--- src/rtl/otr_pkg.sv ---
package otr_pkg;
  // Per-cycle actions decoded from the handshake pulses
  typedef struct packed {
    logic push;     // start accepted: count up, record endpoint
    logic pop;      // valid completion: count down, retire head
    logic bad_pop;  // completion while nothing is outstanding
  } otr_ctl_t;
endpackage

--- src/rtl/otr_ctl.sv ---
module otr_ctl
  import otr_pkg::*;
(
  input  logic     rd_start,
  input  logic     wr_done,
  input  logic     accept,
  input  logic     empty,
  output otr_ctl_t ctl
);
  always_comb begin
    ctl.push    = rd_start & accept;
    ctl.pop     = wr_done & ~empty;
    ctl.bad_pop = wr_done & empty;
  end
endmodule

--- src/rtl/otr_count.sv ---
module otr_count #(
  parameter int ENTRIES = 4,
  parameter int CNT_W   = $clog2(ENTRIES + 1)
) (
  input  logic             clk,
  input  logic             rst,
  input  logic             push,
  input  logic             pop,
  output logic [CNT_W-1:0] count,
  output logic             accept,
  output logic             empty
);
  localparam logic [CNT_W-1:0] FULL = CNT_W'(ENTRIES);

  logic [CNT_W-1:0] nxt;

  always_comb begin
    nxt = count;
    unique case ({push, pop})
      2'b10:   nxt = count + 1'b1;
      2'b01:   nxt = count - 1'b1;
      default: nxt = count;
    endcase
  end

  always_ff @(posedge clk) begin
    if (rst) begin
      count  <= '0;
      accept <= 1'b1;
    end else begin
      count  <= nxt;
      accept <= (nxt != FULL);
    end
  end

  assign empty = (count == '0);
endmodule

--- src/rtl/otr_tagq.sv ---
module otr_tagq #(
  parameter int ENTRIES = 4,
  parameter int EP_W    = 4,
  parameter int PTR_W   = (ENTRIES > 1) ? $clog2(ENTRIES) : 1
) (
  input  logic            clk,
  input  logic            rst,
  input  logic            push,
  input  logic            pop,
  input  logic [EP_W-1:0] din,
  output logic [EP_W-1:0] head
);
  localparam logic [PTR_W-1:0] LAST = PTR_W'(ENTRIES - 1);

  logic [EP_W-1:0]  mem [ENTRIES];
  logic [PTR_W-1:0] wp, rp;

  // Storage has no reset so it maps onto distributed RAM
  always_ff @(posedge clk) begin
    if (push) mem[wp] <= din;
  end

  always_ff @(posedge clk) begin
    if (rst) begin
      wp <= '0;
      rp <= '0;
    end else begin
      if (push) wp <= (wp == LAST) ? '0 : wp + 1'b1;
      if (pop)  rp <= (rp == LAST) ? '0 : rp + 1'b1;
    end
  end

  assign head = mem[rp];
endmodule

--- src/rtl/otr_tracker.sv ---
module otr_tracker #(
  parameter int ENTRIES = 4,
  parameter int EP_W    = 4,
  parameter int CNT_W   = $clog2(ENTRIES + 1)
) (
  input  logic             clk,
  input  logic             rst,
  input  logic             rd_start,
  input  logic [EP_W-1:0]  rd_ep,
  input  logic             wr_done,
  output logic             rd_accept,
  output logic [CNT_W-1:0] out_count,
  output logic [EP_W-1:0]  head_ep,
  output logic             proto_err
);
  import otr_pkg::*;

  otr_ctl_t ctl;
  logic     empty;

  otr_ctl u_ctl (
    .rd_start (rd_start),
    .wr_done  (wr_done),
    .accept   (rd_accept),
    .empty    (empty),
    .ctl      (ctl)
  );

  otr_count #(.ENTRIES(ENTRIES), .CNT_W(CNT_W)) u_count (
    .clk    (clk),
    .rst    (rst),
    .push   (ctl.push),
    .pop    (ctl.pop),
    .count  (out_count),
    .accept (rd_accept),
    .empty  (empty)
  );

  otr_tagq #(.ENTRIES(ENTRIES), .EP_W(EP_W)) u_tagq (
    .clk  (clk),
    .rst  (rst),
    .push (ctl.push),
    .pop  (ctl.pop),
    .din  (rd_ep),
    .head (head_ep)
  );

  always_ff @(posedge clk) begin
    if (rst) proto_err <= 1'b0;
    else     proto_err <= ctl.bad_pop;
  end
endmodule

--- config.mk ---
export PLATFORM = sky130hd
export DESIGN_NAME = otr_tracker
export DESIGN_NICKNAME = d
export VERILOG_FILES = /design/src/rtl/otr_pkg.sv /design/src/rtl/otr_ctl.sv /design/src/rtl/otr_count.sv /design/src/rtl/otr_tagq.sv /design/src/rtl/otr_tracker.sv
export SDC_FILE = /design/constraint.sdc
export NUM_CORES = 1
export LEC_CHECK = 0
export CAP_MARGIN = 20
export CORE_ASPECT_RATIO = 1.5
export CORE_MARGIN = 2
export CORE_UTILIZATION = 55
export CTS_CLUSTER_DIAMETER = 40
export DETAILED_ROUTE_END_ITERATION = 16
export GPL_ROUTABILITY_DRIVEN = 0
export PLACE_DENSITY = 0.87
export SLEW_MARGIN = 20
export SYNTH_ARGS = -nofsm -noshare
export SYNTH_HDL_FRONTEND = slang
export SYNTH_SLANG_ARGS = --single-unit
--- constraint.sdc ---
create_clock -name clk -period 4.05 [get_ports clk]
set_input_delay 0.81 -clock clk [delete_from_list [all_inputs] [get_ports clk]]
set_output_delay 0.81 -clock clk [all_outputs]
set_load 0.1 [all_outputs]
# [Yosys cells after proc, flatten, opt, wreduce, memory -nomap -nowiden]
# Memories as Yosys holds them, arrays and structs flattened. A register that Yosys moved wholly into a read port is not among the register bits.
# Cells that the tools add are included.
[word_totals] elab_cells=27 ram_bits=16 inputBits=8 romBits=0 latch_bits=0 memories=1 register_bits=9 out_inout_bits=9
[op_classes] multipliers=0 n_shift=0 mux=7 order_cmp=0 eq_ne=5 bitwise=4 reduce_logical=1 add_sub_neg=4 n_div=0
[mem_list] name="u_tagq.mem" depth=4 width=4 read_ports=1 rd_ports_with_merged_regs=1 wr=1 line="otr_tagq.sv:15" text="logic [EP_W-1:0] mem [ENTRIES];"
[op_table] op="2-to-1 mux 2 bit" count=4
[op_table] op="equality test 2 bit (second input constant)" count=3
[op_table] op="case mux 3 bit (2 select lines)" count=1
[op_table] op="adder 2 x 1 -> 2 bit (second input constant)" count=2
[op_table] op="adder 3 x 1 -> 3 bit (second input constant)" count=1
[op_table] op="AND 1 bit" count=3
[op_table] op="zero test 3 bit" count=1
[op_table] op="inequality test 3 bit (second input constant)" count=1
[op_table] op="subtractor 3 x 1 -> 3 bit (second input constant)" count=1
[op_table] op="equality test 2 x 1 -> 1 bit (second input constant)" count=1
[op_table] op="2-to-1 mux 1 bit" count=2
[op_table] op="NOT 1 bit" count=1

# [Logic depth before layout (Yosys ltp)]
[depth] depth_word=6 depth_mapped=8 mapped_depth_nobuf=8

# [By module]
# Synthesis repeated with hierarchy kept, for this count alone.
[unflattened] hier_cells=74 hier_area_um2=1128.6
[modules_own_cells] module="otr_tagq" area_per_inst_um2=868.3 cells_per_inst=47 instances=1
[modules_own_cells] module="otr_count" area_per_inst_um2=203.9 cells_per_inst=22 instances=1
[modules_own_cells] module="otr_tracker" area_per_inst_um2=33.8 cells_per_inst=2 instances=1
[modules_own_cells] module="otr_ctl" area_per_inst_um2=22.5 cells_per_inst=3 instances=1

# [Worst setup path after synthesis]
# Ideal clock, no wire load.
[synth_path] path_type="register to register" startpoint="register u_count.count[0]" endpoint="register u_count.accept" path_stages_with_launch=9 path_slack_ns=1.287 arrival_ns=2.644 cell_sequence="dfxtp_1 > o31ai_2 > inv_1 > ha_1 > inv_1 > fa_1 > xor2_1 > or3_1 > a211o_1"
[synth_between] elab_chain_cells=6 word_cells_on_any_way=9 cone_classes="add/sub (2); eq/ne (3); mux (1); bitwise (2); reduce/logical (1)"
[synth_rtl] element="start: declaration" line="otr_count.sv:9" text="output logic [CNT_W-1:0] count,"
[synth_rtl] element="start signal: assignment" line="otr_count.sv:31" text="count <= nxt;"
[synth_rtl] element="zero test 3 bit" line="otr_count.sv:36" text="assign empty = (count == '0);"
[synth_rtl] element="NOT 1 bit" line="otr_ctl.sv:12" text="ctl.pop = wr_done & ~empty;"
[synth_rtl] element="AND 1 bit" line="otr_ctl.sv:12"
[synth_rtl] element="equality test 2 x 1 -> 1 bit / equality test 2 bit (equally long branches)" line="otr_count.sv:19" text="unique case ({push, pop})"
[synth_rtl] element="case mux 3 bit (2 select lines) (*)" line="otr_count.sv:19"
[synth_rtl] element="inequality test 3 bit (*)" line="otr_count.sv:32" text="accept <= (nxt != FULL);"
[synth_rtl] element="end signal: assignment" line="otr_count.sv:32"
[synth_rtl] element="end: declaration" line="otr_count.sv:10" text="output logic accept,"
# Every way passes the cells marked *; elsewhere a longest branch is shown, timed or not.
# A chain may end at the register's enable or synchronous reset.

==> flow_metrics.py <==
metrics = {
    "status": {
        "status": "finished clean",
    },
    "synthesis": {
        "synth_area_per_cell_sq_um": 14.8,
        "netlist_instances": 75,
        "yosysMostFrequentCell": "edfxtp_1",
        "synth_enable_flop_cells": 16,
        "synthTopCellsByArea": "edfxtp_1, dfxtp_1, mux4_2, ha_1, mux2i_1",
        "yosysTopAreaCellShare_pct": 43.1,
        "synth_top_area_cell": "edfxtp_1",
        "synth_cell_types": 23,
        "seq_area_frac_synth_pct": 62.9,
        "synthFlopType": "edfxtp_1",
        "ys_warn_count": 0,
        "synth-async-reset-ratio_pct": 0,
        "syn_nets": 90,
        "netlist_area_sq_um": 1110,
        "ys_top_cells_by_count": "edfxtp_1, dfxtp_1, ha_1, inv_1",
        "ys_ff_latch": 27,
    },
    "global_route": {
        "grt_pass1_wl_um": 2860,
        "antenna_found_initial": 0,
        "gr-usage-all-layers_pct": 18.1,
        "grt_max_degree": 17,
        "grt_pass1_vias": 654,
        "gr-total-overflow": 0,
    },
    "critical_path": {
        "reg2regPathDepth": 8,
        "critPathMaxStageDelay_ps": 980,
        "path_buf_inv": 1,
        "critPathMaxFanout": 4,
        "r2r-end": "u_count.accept$_SDFF_PP1_",
        "path_class": "register to output pin",
        "crit_slowest_cell": "clkdlybuf4s50_1",
        "r2r-start": "u_count.count[0]$_SDFF_PP0_",
        "rrSetupSlack_ps": 1850,
        "start_kind": "register",
        "path_cells": "mux4_2, clkdlybuf4s50_1",
        "endpoint_kind": "output pin",
        "cpLargestDelayFamily": "buffers and inverters",
        "required_ps": 3240,
        "cp.depth": 2,
        "cp.arrival_ps": 2330,
    },
    "timing": {
        "skew_ps": 14.0,
        "slew_headroom_pct": 34.8,
        "fin_crit_sh_pct": 77.5,
        "fin_crit_ps": 3140,
        "hold_violations": 0,
        "fmax_mhz": 319,
        "setup_slack_ps": 911,
        "rsz0062_at_grt": "false",
        "worst_pin_slew_ps": 975,
        "setup_viol": 0,
        "final.setup.tns_ps": 0,
        "hold_ws_ps": 513,
        "slew_viol_final": 0,
    },
    "clock_network": {
        "cts_tree": "done",
        "post-cts-setup-buffer-count": 0,
        "postCtsHoldBufs": 0,
        "cts.clk_slew.worst_paths_ps": 150,
        "cts.sinks": 27,
        "cts_inserted_buffers": 3,
        "htree_levels": 1,
        "clock-root-buffer": "clkbuf_4",
        "clk-insertion-delay-late_ps": 320,
        "ctsResizeCount": 0,
        "cts_buffer_depth": 2,
    },
    "worst_hold_path": {
        "holdCritStartpoint": "u_tagq.wp[1]$_SDFFE_PP0P_",
        "hp-class": "register to register",
        "whs_path_depth": 2,
        "holdPathEnd": "u_tagq.wp[1]$_SDFFE_PP0P_",
    },
    "route": {
        "routedWlPerCell_um": 15.2,
        "drtIter0Drc": 21,
        "ant_nets": 0,
        "via_per_inst": 5.73,
        "drc": 0,
        "vias": 659,
        "wirelength_um": 1750,
        "drtPass1Iterations": 4,
    },
    "floorplanning": {
        "die_height_um": 59.1,
        "fp.dieW_um": 40.7,
        "num_io_pins": 17,
        "core_area_sq_um": 1880,
        "rows": 19,
        "start_util_pct": 59.3,
        "dieArea_sq_um": 2410,
    },
    "power_and_ir_drop": {
        "p_leak_uw": 0.000504,
        "powerDensity_nw_per_um2": 727,
        "vdd_drop_max_mv": 0.640,
        "finalPower_uw": 956,
    },
    "finish": {
        "num-fill-cells": 126,
        "layout-drive-gt1-share_pct": 10.6,
        "area_growth_pct": 18.1,
        "diodes": 0,
        "final_nets": 110,
        "final_util_pct": 70.0,
    },
    "placed_design": {
        "dp_slack_ps": 1010,
        "hpwl_um": 1370,
        "io_buffer_count": 16,
    },
    "job": {
        "drv_cap": 0,
    },
}
[placed cells by master (no fill, tap or decap), types with 3 or more instances in the layout]
cell type,Yosys,routed
clkbuf_4,0,3
a21oi_1,3,3
inv_1,6,6
ha_1,6,6
and3_1,4,4
dfxtp_1,11,11
nand2_1,3,3
edfxtp_1,16,16
mux2i_1,3,3
nor2_1,4,4
clkdlybuf4s50_1,0,16
mux4_2,4,4
[how the worst max path moves through the flow]
stage,to,slack (ps)
after global placement,u_count.accept$_SDFF_PP1_,1100
final,head_ep[3],910
after global routing,head_ep[3],810
after floorplan,u_count.accept$_SDFF_PP1_,1290
after CTS,head_ep[3],880
after detailed placement,u_count.accept$_SDFF_PP1_,1010
[registers in the layout (all words and copies together) (netlist names), named ones only]
register,flops
u_tagq.wp,2
proto_err,1
u_tagq.mem,16
u_count.accept,1
u_tagq.rp,2
u_count.count,3
[metal layers]
| layer | vias up | part of all wire, % | track usage (%) |
|---|---|---|---|
| li1 | 310 | - | - |
| met4 | 0 | 3.9 | 12.4 |
| met3 | 10 | 5.3 | 2.63 |
| met5 | - | 0 | 0 |
| met2 | 32 | 52 | 29.0 |
| met1 | 307 | 39 | 21.2 |
[area by class of cell]
type	count	area, sq um	area share [%]
Clock inverter	1	6.26	0.476
Inverter	6	22.5	1.71
Multi-Input combinational cell	41	377	28.6
Timing Repair Buffer	16	160	12.2
Clock buffer	3	22.5	1.71
Sequential cell	27	701	53.3
Tap cell	21	26.3	2.00
[cell families after synthesis]
logic type / Yosys count / synth area share (%)
multiplexers: 7 / 10.8
AO/OA/AOI/OAI: 6 / 3.71
buffers and inverters: 7 / 3.26
adder cells (fa/ha/maj): 7 / 8.54
AND/OR/NAND/NOR: 19 / 9.21
XOR/XNOR: 2 / 1.57
flip-flops: 27 / 62.9
[per-stage QoR]
stage	cell area, sq um	std cells
final	1320	115
after global routing	1320	115
after CTS	1320	115
after detailed placement	1290	111
after global placement	1290	111
after floorplan	1110	75
[worst min-delay path, stage by stage, from the launching register on]
cell and delay [ps]:
dfxtp_1 360, nand2_1 60, a21oi_1 60
[where the power goes]
| part | total, uW | internal [uW] | switching [uW] |
|---|---|---|---|
| registers | 375 | 335 | 40.4 |
| logic | 466 | 139 | 327 |
| clock network | 114 | 38.4 | 75.9 |
Note: power is estimated with default switching activity, not from simulation.
